===== src/rtl/scan_seq_pkg.sv =====
package scan_seq_pkg;

    typedef enum logic [1:0] {
        RUN_ONE  = 2'd0,
        RUN_PASS = 2'd1,
        RUN_LOOP = 2'd2
    } run_kind_e;

    localparam logic [1:0] MODE_ONE      = 2'd0;
    localparam logic [1:0] MODE_RESERVED = 2'd1;
    localparam logic [1:0] MODE_PASS     = 2'd2;
    localparam logic [1:0] MODE_LOOP     = 2'd3;

endpackage


===== src/rtl/scan_seq_mode_dec.sv =====
module scan_seq_mode_dec
    import scan_seq_pkg::*;
(
    input  logic [1:0] run_mode,
    input  logic       ds_en,
    output run_kind_e  run_kind
);

    always_comb begin
        if (ds_en) begin
            run_kind = RUN_LOOP;
        end else begin
            unique case (run_mode)
                MODE_LOOP:     run_kind = RUN_LOOP;
                MODE_PASS:     run_kind = RUN_PASS;
                MODE_RESERVED: run_kind = RUN_ONE;
                default:       run_kind = RUN_ONE;
            endcase
        end
    end

endmodule


===== src/rtl/scan_seq_slot_mux.sv =====
module scan_seq_slot_mux #(
    parameter int NSLOT = 8,
    parameter int CH_W  = 4,
    localparam int SLOT_W = (NSLOT > 1) ? $clog2(NSLOT) : 1
) (
    input  logic [NSLOT*CH_W-1:0] seq_table,
    input  logic [SLOT_W-1:0]     slot,
    output logic [CH_W-1:0]       ch
);

    logic [CH_W-1:0] entry [NSLOT];

    for (genvar g = 0; g < NSLOT; g++) begin : g_entry
        assign entry[g] = seq_table[g*CH_W +: CH_W];
    end

    always_comb begin
        ch = '0;
        for (int i = 0; i < NSLOT; i++) begin
            if (slot == SLOT_W'(i)) ch = entry[i];
        end
    end

endmodule


===== src/rtl/scan_seq_ctrl.sv =====
module scan_seq_ctrl
    import scan_seq_pkg::*;
#(
    parameter int NSLOT  = 8,
    parameter int CH_W   = 4,
    parameter int DATA_W = 12,
    localparam int SLOT_W = (NSLOT > 1) ? $clog2(NSLOT) : 1
) (
    input  logic              clk,
    input  logic              rst_n,
    input  logic              conv_en,
    input  logic              irq_en,
    input  logic              sw_wr,
    input  logic              sw_val,
    input  run_kind_e         run_kind,
    input  logic [CH_W-1:0]   ch_now,
    input  logic              conv_done,
    input  logic [DATA_W-1:0] conv_data,
    output logic [SLOT_W-1:0] slot,
    output logic              start_bit,
    output logic              conv_start,
    output logic [CH_W-1:0]   ch_sel,
    output logic              res_valid,
    output logic [SLOT_W-1:0] res_slot,
    output logic [DATA_W-1:0] res_data,
    output logic              eoc_irq
);

    localparam logic [SLOT_W-1:0] LAST_SLOT = SLOT_W'(NSLOT - 1);

    typedef struct packed {
        logic              start;
        logic              busy;
        logic [SLOT_W-1:0] slot;
        logic              issue;
        logic [CH_W-1:0]   ch;
        logic              rvalid;
        logic [SLOT_W-1:0] rslot;
        logic [DATA_W-1:0] rdata;
        logic              irq;
    } seq_state_t;

    seq_state_t st_q, st_d;
    logic       halt;
    logic       pass_end;

    always_comb begin
        st_d        = st_q;
        st_d.issue  = 1'b0;
        st_d.rvalid = 1'b0;
        st_d.irq    = 1'b0;

        halt     = !conv_en || !st_q.start || (sw_wr && !sw_val);
        pass_end = (run_kind == RUN_ONE) || (st_q.slot == LAST_SLOT);

        if (halt) begin
            st_d.busy = 1'b0;
            st_d.slot = '0;
        end else if (!st_q.busy) begin
            st_d.busy  = 1'b1;
            st_d.issue = 1'b1;
            st_d.ch    = ch_now;
        end else if (conv_done) begin
            st_d.busy   = 1'b0;
            st_d.rvalid = 1'b1;
            st_d.rslot  = st_q.slot;
            st_d.rdata  = conv_data;
            if (pass_end) begin
                st_d.slot = '0;
                st_d.irq  = irq_en;
                if (run_kind != RUN_LOOP) st_d.start = 1'b0;
            end else begin
                st_d.slot = st_q.slot + 1'b1;
            end
        end

        if (sw_wr) st_d.start = sw_val;
    end

    always_ff @(posedge clk) begin
        if (!rst_n) st_q <= '0;
        else        st_q <= st_d;
    end

    assign slot       = st_q.slot;
    assign start_bit  = st_q.start;
    assign conv_start = st_q.issue;
    assign ch_sel     = st_q.ch;
    assign res_valid  = st_q.rvalid;
    assign res_slot   = st_q.rslot;
    assign res_data   = st_q.rdata;
    assign eoc_irq    = st_q.irq;

endmodule


===== src/rtl/scan_seq.sv =====
module scan_seq
    import scan_seq_pkg::*;
#(
    parameter int NSLOT  = 8,
    parameter int CH_W   = 4,
    parameter int DATA_W = 12,
    localparam int SLOT_W = (NSLOT > 1) ? $clog2(NSLOT) : 1
) (
    input  logic                  clk,
    input  logic                  rst_n,
    input  logic                  conv_en,
    input  logic                  irq_en,
    input  logic                  sw_wr,
    input  logic                  sw_val,
    input  logic [1:0]            run_mode,
    input  logic                  ds_en,
    input  logic [NSLOT*CH_W-1:0] seq_table,
    input  logic                  conv_done,
    input  logic [DATA_W-1:0]     conv_data,
    output logic                  start_bit,
    output logic                  conv_start,
    output logic [CH_W-1:0]       ch_sel,
    output logic                  res_valid,
    output logic [SLOT_W-1:0]     res_slot,
    output logic [DATA_W-1:0]     res_data,
    output logic                  eoc_irq
);

    run_kind_e         run_kind;
    logic [SLOT_W-1:0] cur_slot;
    logic [CH_W-1:0]   ch_now;

    scan_seq_mode_dec u_mode (
        .run_mode (run_mode),
        .ds_en    (ds_en),
        .run_kind (run_kind)
    );

    scan_seq_slot_mux #(.NSLOT(NSLOT), .CH_W(CH_W)) u_mux (
        .seq_table (seq_table),
        .slot      (cur_slot),
        .ch        (ch_now)
    );

    scan_seq_ctrl #(.NSLOT(NSLOT), .CH_W(CH_W), .DATA_W(DATA_W)) u_ctrl (
        .clk        (clk),
        .rst_n      (rst_n),
        .conv_en    (conv_en),
        .irq_en     (irq_en),
        .sw_wr      (sw_wr),
        .sw_val     (sw_val),
        .run_kind   (run_kind),
        .ch_now     (ch_now),
        .conv_done  (conv_done),
        .conv_data  (conv_data),
        .slot       (cur_slot),
        .start_bit  (start_bit),
        .conv_start (conv_start),
        .ch_sel     (ch_sel),
        .res_valid  (res_valid),
        .res_slot   (res_slot),
        .res_data   (res_data),
        .eoc_irq    (eoc_irq)
    );

endmodule


===== config.mk =====
export PLATFORM = sky130hd
export DESIGN_NAME = scan_seq
export DESIGN_NICKNAME = d
export VERILOG_FILES = /design/src/rtl/scan_seq_pkg.sv /design/src/rtl/scan_seq_mode_dec.sv /design/src/rtl/scan_seq_slot_mux.sv /design/src/rtl/scan_seq_ctrl.sv /design/src/rtl/scan_seq.sv
export SDC_FILE = /design/constraint.sdc
export NUM_CORES = 1
export LEC_CHECK = 0
export BUFFER_PORTS_ARGS = -buffer_cell sky130_fd_sc_hd__buf_2
export CAP_MARGIN = 0
export CORE_ASPECT_RATIO = 0.5
export CORE_MARGIN = 2
export CORE_UTILIZATION = 30
export DETAILED_ROUTE_END_ITERATION = 12
export GPL_TIMING_DRIVEN = 0
export SETUP_SLACK_MARGIN = 0.02
export SYNTH_ARGS = -nofsm -noshare
export SYNTH_HDL_FRONTEND = slang
export SYNTH_SLANG_ARGS = --single-unit

===== constraint.sdc =====
create_clock -name clk -period 1.8 [get_ports clk]
set_clock_uncertainty 0.05 [all_clocks]
set_input_delay 0.27 -clock clk [delete_from_list [all_inputs] [get_ports clk]]
set_output_delay 0.27 -clock clk [all_outputs]
set_load 0.01 [all_outputs]

==> reports/summary.txt, run 1 <==
status - finished clean
P_sw - 242 uW
hold path depth - 2
Worst-Margin Slew - 418 ps
flops & latches, synth - 27
critical path required time - 1930 ps
Int Power - 826 uW
combinational power share - 10.5%
final hold slack - 143 ps
Metal-1 WL - 1900 um
slew margin rel. - 72.1%
Worst R2R Path Depth - 7
most frequent cells in the layout - 78 x buf_2, 45 x nand2_1, 24 x dfxtp_1
Final nets - 348
Cells after Synth - 208
clk buf depth - 2
Final Instance Count excl. Fillers - 357
Ys Warns - 0
Clock transition at path regs - 100 ps
post-synthesis sequential area ratio - 33.7%
Avg Inst Size Synth - 7.71 um2
die area - 5980 um2
TritonCTS clock tree - done
WL met3 - 173 um
number of DRC markers in iteration 0 - 79
Core ar. - 5040 um2
Routed WL per cell - 11.3 um
Die H - 55.7 um
CP Data Arrival Time - 1870 ps
Setup crit end kind - register
Switching Share - 22.6%
DRT Wirelength - 4020 um
Clk pwr share - 33.2%
worst hold start - conv_done
Mapped Nets - 268
Starting Density - 31.8%
Num CTS Buffers - 3
MaxCap Viol Count - 0
max layer used - met4
r2r endpoint - u_ctrl.ch_sel[0]$_SDFFE_PN0P_
vias per cell - 4.52
Placed Cells - 354
Setup TNS - 0 ps
RSZ-0062 raised after global routing - yes
standard-cell rows - 18
# clock sinks - 27
drt drc - 0
Power Dens Cells - 491 nW/um2
Peak supply drop - 0.339 mV
Clock Latency Late Sink - 280 ps
area grow syn2layout - 35.7%
initial antenna violation count - 0
Tmin final - 1740 ps
mapped cell area - 1600 um2
Netlist cell types - 40
Max Freq - 573 MHz
GRT Residual Overflow - 0
vias in the first global route - 1540
r2r startpoint - u_ctrl.slot[0]$_SDFFE_PP0P_
Die Width - 107 um
class of the worst hold path - in2reg
Final setup viols - 0
period utilization - 96.9%
CP max FO - 9
Final Max Tran Viols - 0
gpl congestion - 0.847
most common cell after layout, fill and taps aside - buf_2
final hold vios - 0
CP Launch Type - register
first-pass GRT wire length - 6690 um
I/O Buffers - 76
largest net degree at the start of global routing - 18
CTS root buf - clkbuf_8
H-tree depth - 1
DRT antenna net count - 0
diode count - 0
total number of vias - 1613
Flop pwr share - 56.3%
Overall Global Routing Usage - 13.6%
crit path kind - reg2reg
detailed placer's ending HPWL - 3180 um
hold worst-path end - u_ctrl.st_q[25]$_SDFF_PP0_
setup slack, reg-to-reg - 60 ps
Pre-antenna DRT Iters - 4
final core occ - 43.1%
share of layout cells above drive strength 1 - 42.5%
Top Ports - 77
P_leak - 0.00101 uW
routed length on met2 - 1930 um
[sequential cells by signal (all words and copies together) (netlist names)]
signal / flops
u_ctrl.res_data: 12
u_ctrl.ch_sel: 4
u_ctrl.res_valid: 1
u_ctrl.st_q: 1
u_ctrl.conv_start: 1
u_ctrl.eoc_irq: 1
u_ctrl.res_slot: 3
u_ctrl.start_bit: 1
u_ctrl.slot: 3
[critical path, stage by stage (launching register included)]
cell      delay [ps]
dfxtp_4          380
ha_2             210
ha_4             190
a211oi_1         210
o21ai_0          120
o211ai_1         110
nand3b_1         130
a41o_1           240
[logic make-up (layout without fill, tap and decap cells)]
group | after synthesis | after routing | synth area share (%)
simple gates | 75 | 75 | 20.7
compound gates | 62 | 62 | 25.9
flops | 27 | 27 | 33.7
fa+ha+maj | 6 | 6 | 4.68
buf+inv | 38 | 117 | 15.0
[Yosys cell counts]
| library cell | count | area [um2] |
|---|---|---|
| a311o_1 | 1 | 10.0 |
| a31o_1 | 1 | 8.76 |
| o21ai_0 | 13 | 65.1 |
| nor3b_1 | 1 | 7.51 |
| nor2_1 | 10 | 37.5 |
| o211ai_1 | 3 | 22.5 |
| ha_1 | 6 | 75.1 |
| nand3_1 | 1 | 5.00 |
| a21boi_1 | 10 | 75.1 |
| a211oi_1 | 3 | 22.5 |
| nand2_2 | 1 | 6.26 |
| a21oi_1 | 11 | 55.1 |
| and3_1 | 1 | 6.26 |
| o21ai_1 | 1 | 5.00 |
| nor2b_1 | 3 | 18.8 |
| a21o_1 | 1 | 7.51 |
| o31a_1 | 1 | 8.76 |
| nor3_1 | 3 | 15.0 |
| nor2_2 | 1 | 6.26 |
| buf_4 | 21 | 158 |
| or2_1 | 1 | 6.26 |
| dfxtp_1 | 27 | 541 |
| buf_6 | 2 | 22.5 |
| buf_2 | 3 | 15.0 |
| and2_1 | 2 | 12.5 |
| clkbuf_1 | 4 | 15.0 |
| a21boi_0 | 6 | 45.0 |
| a41o_1 | 1 | 10.0 |
| o211ai_2 | 1 | 12.5 |
| a31oi_1 | 4 | 25.0 |
| o2bb2ai_1 | 1 | 8.76 |
| inv_1 | 8 | 30.0 |
| or2b_1 | 1 | 7.51 |
| o311ai_0 | 1 | 8.76 |
| nor4_1 | 1 | 6.26 |
| nand3b_1 | 2 | 15.0 |
| nand2_1 | 45 | 169 |
| a221o_1 | 1 | 10.0 |
| nand2b_1 | 2 | 12.5 |
| a22oi_1 | 2 | 15.0 |
[power by group through the flow]
stage | clock [uW] | combinational [uW] | sequential (uW)
4_1_cts | 372 | 113 | 605
2_1_floorplan | 0 | 38.2 | 619
3_3_place_gp | 0 | 110 | 618
5_1_grt | 399 | 125 | 602
3_5_place_dp | 0 | 112 | 618
6_report | 354 | 112 | 601
[per-stage QoR]
stage	power, uW	area [um2]	worst slack [ps]
after global placement	729	2070	-192
after CTS	1090	2120	21.9
after detailed placement	731	2070	-199
after floorplan	657	1600	64.4
after global routing	1130	2170	2.20
final	1070	2170	56.3
[area by class of cell]
type	count	area, um2
Fill cell	557	2870
Multi-Input combinational cell	143	861
Sequential cell	27	549
Timing Repair Buffer	77	388
Buffer	28	209
Tap cell	70	87.6
Clock buffer	3	41.3
Inverter	8	30.0
Clock inverter	1	8.76
[timing repair]
| item | 4_1_cts | 5_1_grt |
|---|---|---|
| pin swaps | 0 | 1 |
| resized for setup | 5 | 15 |
| endpoints found under the setup margin | 9 | 9 |
| setup buffers | 0 | 1 |
| hold buffers | 0 | 0 |
[metal layers]
| metal | vias up | global-route usage [%] |
|---|---|---|
| met5 | - | 0 |
| met4 | 0 | 3.48 |
| met3 | 2 | 2.22 |
| met2 | 45 | 23.8 |
| met1 | 723 | 17.4 |
| li1 | 843 | - |
[worst max path at each step]
stage | end | slack (ps) | cells past startpoint | from
after CTS | u_ctrl.ch_sel[0]$_SDFFE_PN0P_ | 20 | 7 | u_ctrl.slot[0]$_SDFFE_PP0P_
after floorplan | u_ctrl.ch_sel[0]$_SDFFE_PN0P_ | 60 | 8 | u_ctrl.slot[0]$_SDFFE_PP0P_
after global placement | u_ctrl.ch_sel[0]$_SDFFE_PN0P_ | -190 | 8 | u_ctrl.slot[2]$_SDFFE_PP0P_
after detailed placement | u_ctrl.ch_sel[0]$_SDFFE_PN0P_ | -200 | 8 | u_ctrl.slot[2]$_SDFFE_PP0P_
after global routing | u_ctrl.slot[1]$_SDFFE_PP0P_ | 2 | 7 | u_ctrl.slot[1]$_SDFFE_PP0P_
final | u_ctrl.ch_sel[0]$_SDFFE_PN0P_ | 60 | 7 | u_ctrl.slot[0]$_SDFFE_PP0P_
(Power assumes the default switching activity.)
==> run 2, diff against run 1 <==
--- a/config.mk
+++ b/config.mk
@@ -8,7 +8,6 @@
 export BUFFER_PORTS_ARGS = -buffer_cell sky130_fd_sc_hd__buf_2
 export CAP_MARGIN = 0
 export CORE_ASPECT_RATIO = 0.5
-export CORE_MARGIN = 2
 export CORE_UTILIZATION = 30
 export DETAILED_ROUTE_END_ITERATION = 12
 export GPL_TIMING_DRIVEN = 0
==> constraint.sdc (replaced) <==
create_clock -name clk -period 1.9 [get_ports clk]
set_clock_uncertainty 0.05 [all_clocks]
set_input_delay 0.285 -clock clk [delete_from_list [all_inputs] [get_ports clk]]
set_output_delay 0.285 -clock clk [all_outputs]
set_load 0.01 [all_outputs]
==> run 2 against run 1 <==
  * Final area fell by 1.7%
  * Fmax down 1.1%
  * First-iteration DRC count fell by 37%
  * Wire length shrank 2.9%
  * Critical endpoint is now u_ctrl.ch_sel[1]$_SDFFE_PN0P_
  * Largest power group unchanged
==> reports/summary.txt, run 2 (same netlist as run 1, synthesis figures left out) <==
status - finished clean
MaxCap Viol Count - 0 (unchanged)
gpl congestion - 0.859 (+1.4%)
r2r startpoint - u_ctrl.slot[1]$_SDFFE_PP0P_
slew margin rel. - 67.1% (-5.0 points)
Die H - 53.7 um (-3.6%)
CP max FO - 10 (+1)
Pre-antenna DRT Iters - 4 (unchanged)
detailed placer's ending HPWL - 3170 um (-0.29%)
WP buf/inv - 2 (+2)
first-pass GRT wire length - 6130 um (-8.3%)
critical path required time - 2020 ps (+90 ps)
clk buf depth - 2 (unchanged)
H-tree depth - 1 (unchanged)
CP max-delay cell - dfxtp_2
Max Freq - 567 MHz (-1.1%)
Top Ports - 77 (unchanged)
drt drc - 0 (unchanged)
Tmin final - 1760 ps (+19.6 ps)
DRT antenna net count - 0 (unchanged)
Starting Density - 31.9% (+0.14 points)
total number of vias - 1628 (+0.93%)
worst path cell trace - inv_1 -> ha_1 -> buf_2 -> a221o_1 -> a21oi_1 -> o21ai_1 -> a31o_1
vias per cell - 4.57 (+1.2%)
Setup crit end kind - register
share of layout cells above drive strength 1 - 40.9% (-1.6 points)
standard-cell rows - 18 (unchanged)
diode count - 0 (unchanged)
number of flip-flops in the largest register - 12 (unchanged)
most frequent cells in the layout - 79 x buf_2, 45 x nand2_1, 24 x dfxtp_1
Setup TNS - 0 ps (unchanged)
class of the worst hold path - in2reg
Routed WL per cell - 11.0 um (-2.6%)
vias in the first global route - 1415 (-8.1%)
period utilization - 92.8% (-4.1 points)
initial antenna violation count - 0 (unchanged)
DRT Wirelength - 3910 um (-2.9%)
crit path kind - reg2reg
final hold vios - 0 (unchanged)
TritonCTS clock tree - done
register area - 547 um2 (-0.46%)
I/O Buffers - 76 (unchanged)
setup slack, reg-to-reg - 140 ps (+80 ps)
CP delay by family, top - compound AO/OA/AOI/OAI gates
hold path depth - 2 (unchanged)
Peak supply drop - 0.299 mV (-12%)
# clock sinks - 27 (unchanged)
Worst-Margin Slew - 488 ps (+70.9 ps)
GRT Residual Overflow - 0 (unchanged)
RSZ-0062 raised after global routing - no
die area - 5660 um2 (-5.4%)
most common cell after layout, fill and taps aside - buf_2
CP Launch Type - register
final hold slack - 165 ps (+21.6 ps)
hold worst-path end - u_ctrl.st_q[25]$_SDFF_PP0_
r2r endpoint - u_ctrl.ch_sel[1]$_SDFFE_PN0P_
Die Width - 105 um (-1.9%)
largest net degree at the start of global routing - 16 (-2)
number of DRC markers in iteration 0 - 50 (-37%)
Place WS - -89.8 ps (+109 ps)
Post-CTS Hold Fix Bufs - 0 (unchanged)
Core ar. - 5020 um2 (-0.45%)
Crit path largest cell delay - 390 ps (about the same)
Final Max Tran Viols - 0 (unchanged)
Clock Latency Late Sink - 270 ps (about the same)
P_leak - 0.000993 uW (-1.3%)
Final setup viols - 0 (unchanged)
postcts setup bufs - 0 (unchanged)
worst hold start - conv_done
Worst R2R Path Depth - 7 (unchanged)
Overall Global Routing Usage - 13.4% (-0.18 points)
Final nets - 347 (-0.29%)
Power Dens Cells - 466 nW/um2 (-5.1%)
Clock transition at path regs - 90 ps (about the same)
final worst slack - 137 ps (+80.4 ps)
Filler Cells Inserted - 536 (-3.8%)
final core occ - 42.6% (-0.53 points)
Num CTS Buffers - 3 (unchanged)
area grow syn2layout - 33.4%
CTS root buf - clkbuf_8
multi-input logic area - 845 um2 (-1.9%)
CP Data Arrival Time - 1880 ps (about the same)
run 2: changes by cell type in the layout (fill, tap and decap cells not counted), sizes merged:
cell    delta
buf        -1
clkinv     +1
inv        -1
run 2: layout make-up:
type / count / area share [%]
multi-input cells: 143 / 39.5
flip-flops and latches: 27 / 25.6
repair buffers: 76 / 17.8
plain buffers: 28 / 9.48
well taps: 70 / 4.10
clock buffers: 3 / 1.93
inverters: 8 / 1.40
clock inverters: 1 / 0.234
run 2: power breakdown:
| part | switching (uW) | internal (uW) | total [uW] | leakage, uW |
|---|---|---|---|---|
| logic | 43.6 | 61.7 | 105 | 0.000748 |
| clock network | 173 | 147 | 319 | 0.0000255 |
| registers | 2.58 | 569 | 571 | 0.000220 |
run 2: what timing repair did:
item	in CTS	in global routing
gates cloned	0	0
resized for setup	2	9
setup endpoints to repair	7	8
run 2: worst max path at each step:
stage | from | end | slack [ps] | cells after the start
floorplan | u_ctrl.slot[0]$_SDFFE_PP0P_ | u_ctrl.ch_sel[0]$_SDFFE_PN0P_ | 160 | 8
global placement | u_ctrl.slot[0]$_SDFFE_PP0P_ | u_ctrl.ch_sel[0]$_SDFFE_PN0P_ | -100 | 8
CTS | u_ctrl.slot[1]$_SDFFE_PP0P_ | u_ctrl.ch_sel[0]$_SDFFE_PN0P_ | 0.8 | 7
detailed placement | u_ctrl.slot[0]$_SDFFE_PP0P_ | u_ctrl.ch_sel[0]$_SDFFE_PN0P_ | -90 | 8
finish | u_ctrl.slot[1]$_SDFFE_PP0P_ | u_ctrl.ch_sel[1]$_SDFFE_PN0P_ | 140 | 7
global route | u_ctrl.slot[1]$_SDFFE_PP0P_ | u_ctrl.ch_sel[1]$_SDFFE_PN0P_ | 20 | 7
run 2: per-layer routing:
layer / track usage [%] / vias to the layer above / share of wire [%]
met3: 2.06 / 2 / 3.8
met4: 2.82 / 0 / 0.49
met2: 24.3 / 33 / 47
li1: - / 845 / -
met1: 17.3 / 748 / 48
met5: 0 / - / 0
run 2: metrics by stage:
step	power (uW)	std cells	instance area (um2)
after detailed placement	692	354	2070
after CTS	1010	356	2110
after global routing	1060	356	2140
after floorplan	622	208	1600
after global placement	690	354	2070
final	996	356	2140
==> run 3, diff against run 2 <==
--- a/config.mk
+++ b/config.mk
@@ -5,6 +5,7 @@
 export SDC_FILE = /design/constraint.sdc
 export NUM_CORES = 1
 export LEC_CHECK = 0
+export ABC_AREA = 1
 export BUFFER_PORTS_ARGS = -buffer_cell sky130_fd_sc_hd__buf_2
 export CAP_MARGIN = 0
 export CORE_ASPECT_RATIO = 0.5
==> run 3 against run 2 <==
  * Combinational power up 11%
  * Sequential power up 0.7%
  * Synthesized cell count up 25%
  * Power up 2.6%
  * Critical endpoint is now u_ctrl.ch_sel[3]$_SDFFE_PN0P_
  * Worst setup slack better by 71 ps
  * Area after synthesis up 4.1%
  * Highest routed layer unchanged
  * Via count up 3.8%
  * Register-to-register slack better by 70 ps
  * Wire length down 3.0%
==> reports/summary.txt, run 3 <==
CTS root buf - clkbuf_8
class of the worst hold path - in2reg
share of layout cells above drive strength 1 - 36.3% (-4.6 points)
Post-synth EDFFs - 0 (unchanged)
most frequent cell after synthesis - nand2_1
post-synthesis compound-gate area fraction - 9.53% (-16 points)
Post-synth top cells - 66 x nand2_1, 44 x nor2_1, 31 x inv_1
area leader, netlist - dfxtp_1
ys flop type - dfxtp_1
CP max FO - 9 (-1)
MaxCap Viol Count - 0 (unchanged)
Tmin final - 1690 ps (-71.5 ps)
Filler Cells Inserted - 579 (+8.0%)
Pre-antenna DRT Iters - 4 (unchanged)
Worst R2R Path Depth - 14 (+7)
Starting Density - 32.5% (+0.57 points)
largest family of logic cells by synthesized area - simple AND/OR/NAND/NOR gates
GRT Residual Overflow - 0 (unchanged)
vias in the first global route - 1422 (+0.49%)
CP Data Arrival Time - 1850 ps (-30 ps)
status - finished clean
worst hold start - conv_data[2]
Switching Share - 23.4% (+1.4 points)
Avg Inst Size Synth - 6.44 um2 (-16%)
H-tree depth - 1 (unchanged)
number of DRC markers in iteration 0 - 74 (+48%)
Mapped Nets - 319 (+19%)
Yosys top cell area share - 32.4% (-1.3 points)
flops & latches, synth - 27 (unchanged)
xor/xnor share of the synthesized area - 0% (unchanged)
r2r startpoint - u_ctrl.slot[2]$_SDFFE_PP0P_
mapped cell area - 1670 um2 (+4.1%)
gpl congestion - 0.809 (-5.8%)
vias per cell - 4.13 (-9.6%)
Post-Synth Adder-Cell Area - 4.50% (-0.18 points)
DRT Wirelength - 3790 um (-3.0%)
Post-CTS Hold Fix Bufs - 0 (unchanged)
drt drc - 0 (unchanged)
Peak supply drop - 0.272 mV (-9.3%)
top post-synthesis cells by area - dfxtp_1 32%, nand2_1 15%, nor2_1 9.9%, buf_4 9.0%, inv_1 7.0%
total number of vias - 1690 (+3.8%)
Max Freq - 591 MHz (+4.2%)
die area - 5880 um2 (+3.9%)
Clock transition at path regs - 90 ps (about the same)
initial antenna violation count - 0 (unchanged)
standard-cell rows - 18 (unchanged)
P_sw - 239 uW (+9.0%)
Post-Synth Simple-Gate Area - 34.1% (+13 points)
Top Ports - 77 (unchanged)
Int Power - 783 uW (+0.77%)
first-pass GRT wire length - 5910 um (-3.7%)
post-synthesis sequential area ratio - 32.4% (-1.3 points)
Clk pwr share - 32.3% (+0.2 points)
mux cell area share after synthesis - 0% (unchanged)
final hold vios - 0 (unchanged)
hold worst-path end - u_ctrl.res_data[2]$_SDFFE_PN0P_
period utilization - 89.0% (-3.8 points)
# clock sinks - 27 (unchanged)
asr flop ratio synth - 0% (unchanged)
Die H - 54.7 um (+1.9%)
number of flip-flops in the largest register - 12 (unchanged)
most common cell after layout, fill and taps aside - buf_2
Setup TNS - 0 ps (unchanged)
Final nets - 400 (+15%)
Routed WL per cell - 9.26 um (-16%)
slew margin rel. - 78.1% (+11 points)
Cells after Synth - 259 (+25%)
I/O Buffers - 76 (unchanged)
combinational power share - 11.5% (+0.9 points)
hold path depth - 3 (+1)
P_leak - 0.00125 uW (+26%)
Final Max Tran Viols - 0 (unchanged)
Num CTS Buffers - 3 (unchanged)
Overall Global Routing Usage - 12.8% (-0.60 points)
Flop pwr share - 56.3% (-1.0 points)
Ys Warns - 0 (unchanged)
r2r endpoint - u_ctrl.ch_sel[3]$_SDFFE_PN0P_
DRT antenna net count - 0 (unchanged)
TritonCTS clock tree - done
CP Launch Type - register
Clock Latency Late Sink - 270 ps (about the same)
Netlist cell types - 22 (-45%)
detailed placer's ending HPWL - 3090 um (-2.6%)
most frequent cells in the layout - 77 x buf_2, 66 x nand2_1, 44 x nor2_1
diode count - 0 (unchanged)
crit path kind - reg2reg
Setup crit end kind - register
Core ar. - 5130 um2 (+2.2%)
Worst-Margin Slew - 328 ps (-160 ps)
critical path required time - 2060 ps (+40 ps)
Final setup viols - 0 (unchanged)
Die Width - 107 um (+2.0%)
largest net degree at the start of global routing - 17 (+1)
final hold slack - 180 ps (+15.3 ps)
Power Dens Cells - 467 nW/um2 (+0.22%)
setup slack, reg-to-reg - 210 ps (+70 ps)
clk buf depth - 2 (unchanged)
RSZ-0062 raised after global routing - no
area grow syn2layout - 31.2%
run 3: cell count changes in the layout (fill, tap and decap cells not counted), moves of 4 or more:
cell	change
a21boi_0	-6
nor2_1	+34
nand2_1	+21
a21boi_1	-10
nand3_1	+12
ha_1	+4
inv_2	+6
a31oi_1	-4
o21ai_0	+4
inv_1	+21
nor2_2	+6
run 3: through the flow:
step / utilization (%) / instance area, um2 / std cells / power, uW / worst slack (ps)
2_1_floorplan: - / 1670 / 259 / 636 / 432
3_3_place_gp: 41.6 / 2140 / 405 / 705 / 212
3_5_place_dp: 41.6 / 2140 / 405 / 706 / 179
4_1_cts: 42.5 / 2180 / 409 / 1050 / 154
5_1_grt: 42.6 / 2190 / 409 / 1080 / 38.4
6_report: 42.6 / 2190 / 409 / 1020 / 208
run 3: power by group through the flow:
stage	Combinational, uW	Clock, uW	Sequential (uW)
after floorplan	47.2	0	588
after global routing	133	374	576
after global placement	117	0	588
after detailed placement	118	0	588
after CTS	119	351	575
final	117	330	575
run 3: how the worst max path moves through the flow:
| stage | to | cells past startpoint | start | slack [ps] |
|---|---|---|---|---|
| floorplan | u_ctrl.ch_sel[1]$_SDFFE_PN0P_ | 14 | u_ctrl.slot[2]$_SDFFE_PP0P_ | 430 |
| global placement | u_ctrl.ch_sel[3]$_SDFFE_PN0P_ | 14 | u_ctrl.slot[0]$_SDFFE_PP0P_ | 210 |
| detailed placement | u_ctrl.ch_sel[3]$_SDFFE_PN0P_ | 14 | u_ctrl.slot[0]$_SDFFE_PP0P_ | 180 |
| CTS | u_ctrl.ch_sel[3]$_SDFFE_PN0P_ | 14 | u_ctrl.slot[0]$_SDFFE_PP0P_ | 150 |
| global route | u_ctrl.ch_sel[3]$_SDFFE_PN0P_ | 14 | u_ctrl.slot[2]$_SDFFE_PP0P_ | 40 |
| finish | u_ctrl.ch_sel[3]$_SDFFE_PN0P_ | 14 | u_ctrl.slot[2]$_SDFFE_PP0P_ | 210 |
run 3: kinds of logic after synthesis:
logic type                 Yosys count
and+or+nand+nor                    136
buffers and inverters               60
AOI/OAI and AO/OA                   30
DFF                                 27
adders and majority gates            6
run 3: cell type report:
type | instances | area, um2 | area share [%]
multi-input cells | 172 | 806 | 36.8
clock buffers | 3 | 41.3 | 1.89
flip-flops and latches | 27 | 542 | 24.8
plain buffers | 25 | 193 | 8.81
clock inverters | 1 | 7.51 | 0.343
repair buffers | 76 | 380 | 17.4
inverters | 35 | 131 | 6.00
well taps | 70 | 87.6 | 4.00
run 3: worst max-delay path, cell delays in order (launching register included):
cell     delay [ps]
dfxtp_1         360
buf_6           150
inv_2            80
ha_1            260
inv_1           140
nand2_1          70
inv_1            40
nand2_1          50
nand2_1          60
nand2_1          50
nand2_1          60
nand2_1          50
nand2_1          50
nand2_1          50
a21oi_1         110
run 3: per-layer routing:
| layer | up-vias | global-route usage, % | share of wire, % |
|---|---|---|---|
| met4 | 0 | 2.05 | 0.50 |
| met2 | 36 | 21.9 | 44 |
| met1 | 723 | 16.6 | 50 |
| li1 | 929 | - | - |
| met5 | - | 0 | 0 |
| met3 | 2 | 3.57 | 4.9 |
run 3: what timing repair did:
action                                  in CTS  in global routing
resized for setup                            0                  4
endpoints found under the setup margin       0                  3
buffers inserted                             0                  0
endpoints found under the hold margin        0                  0
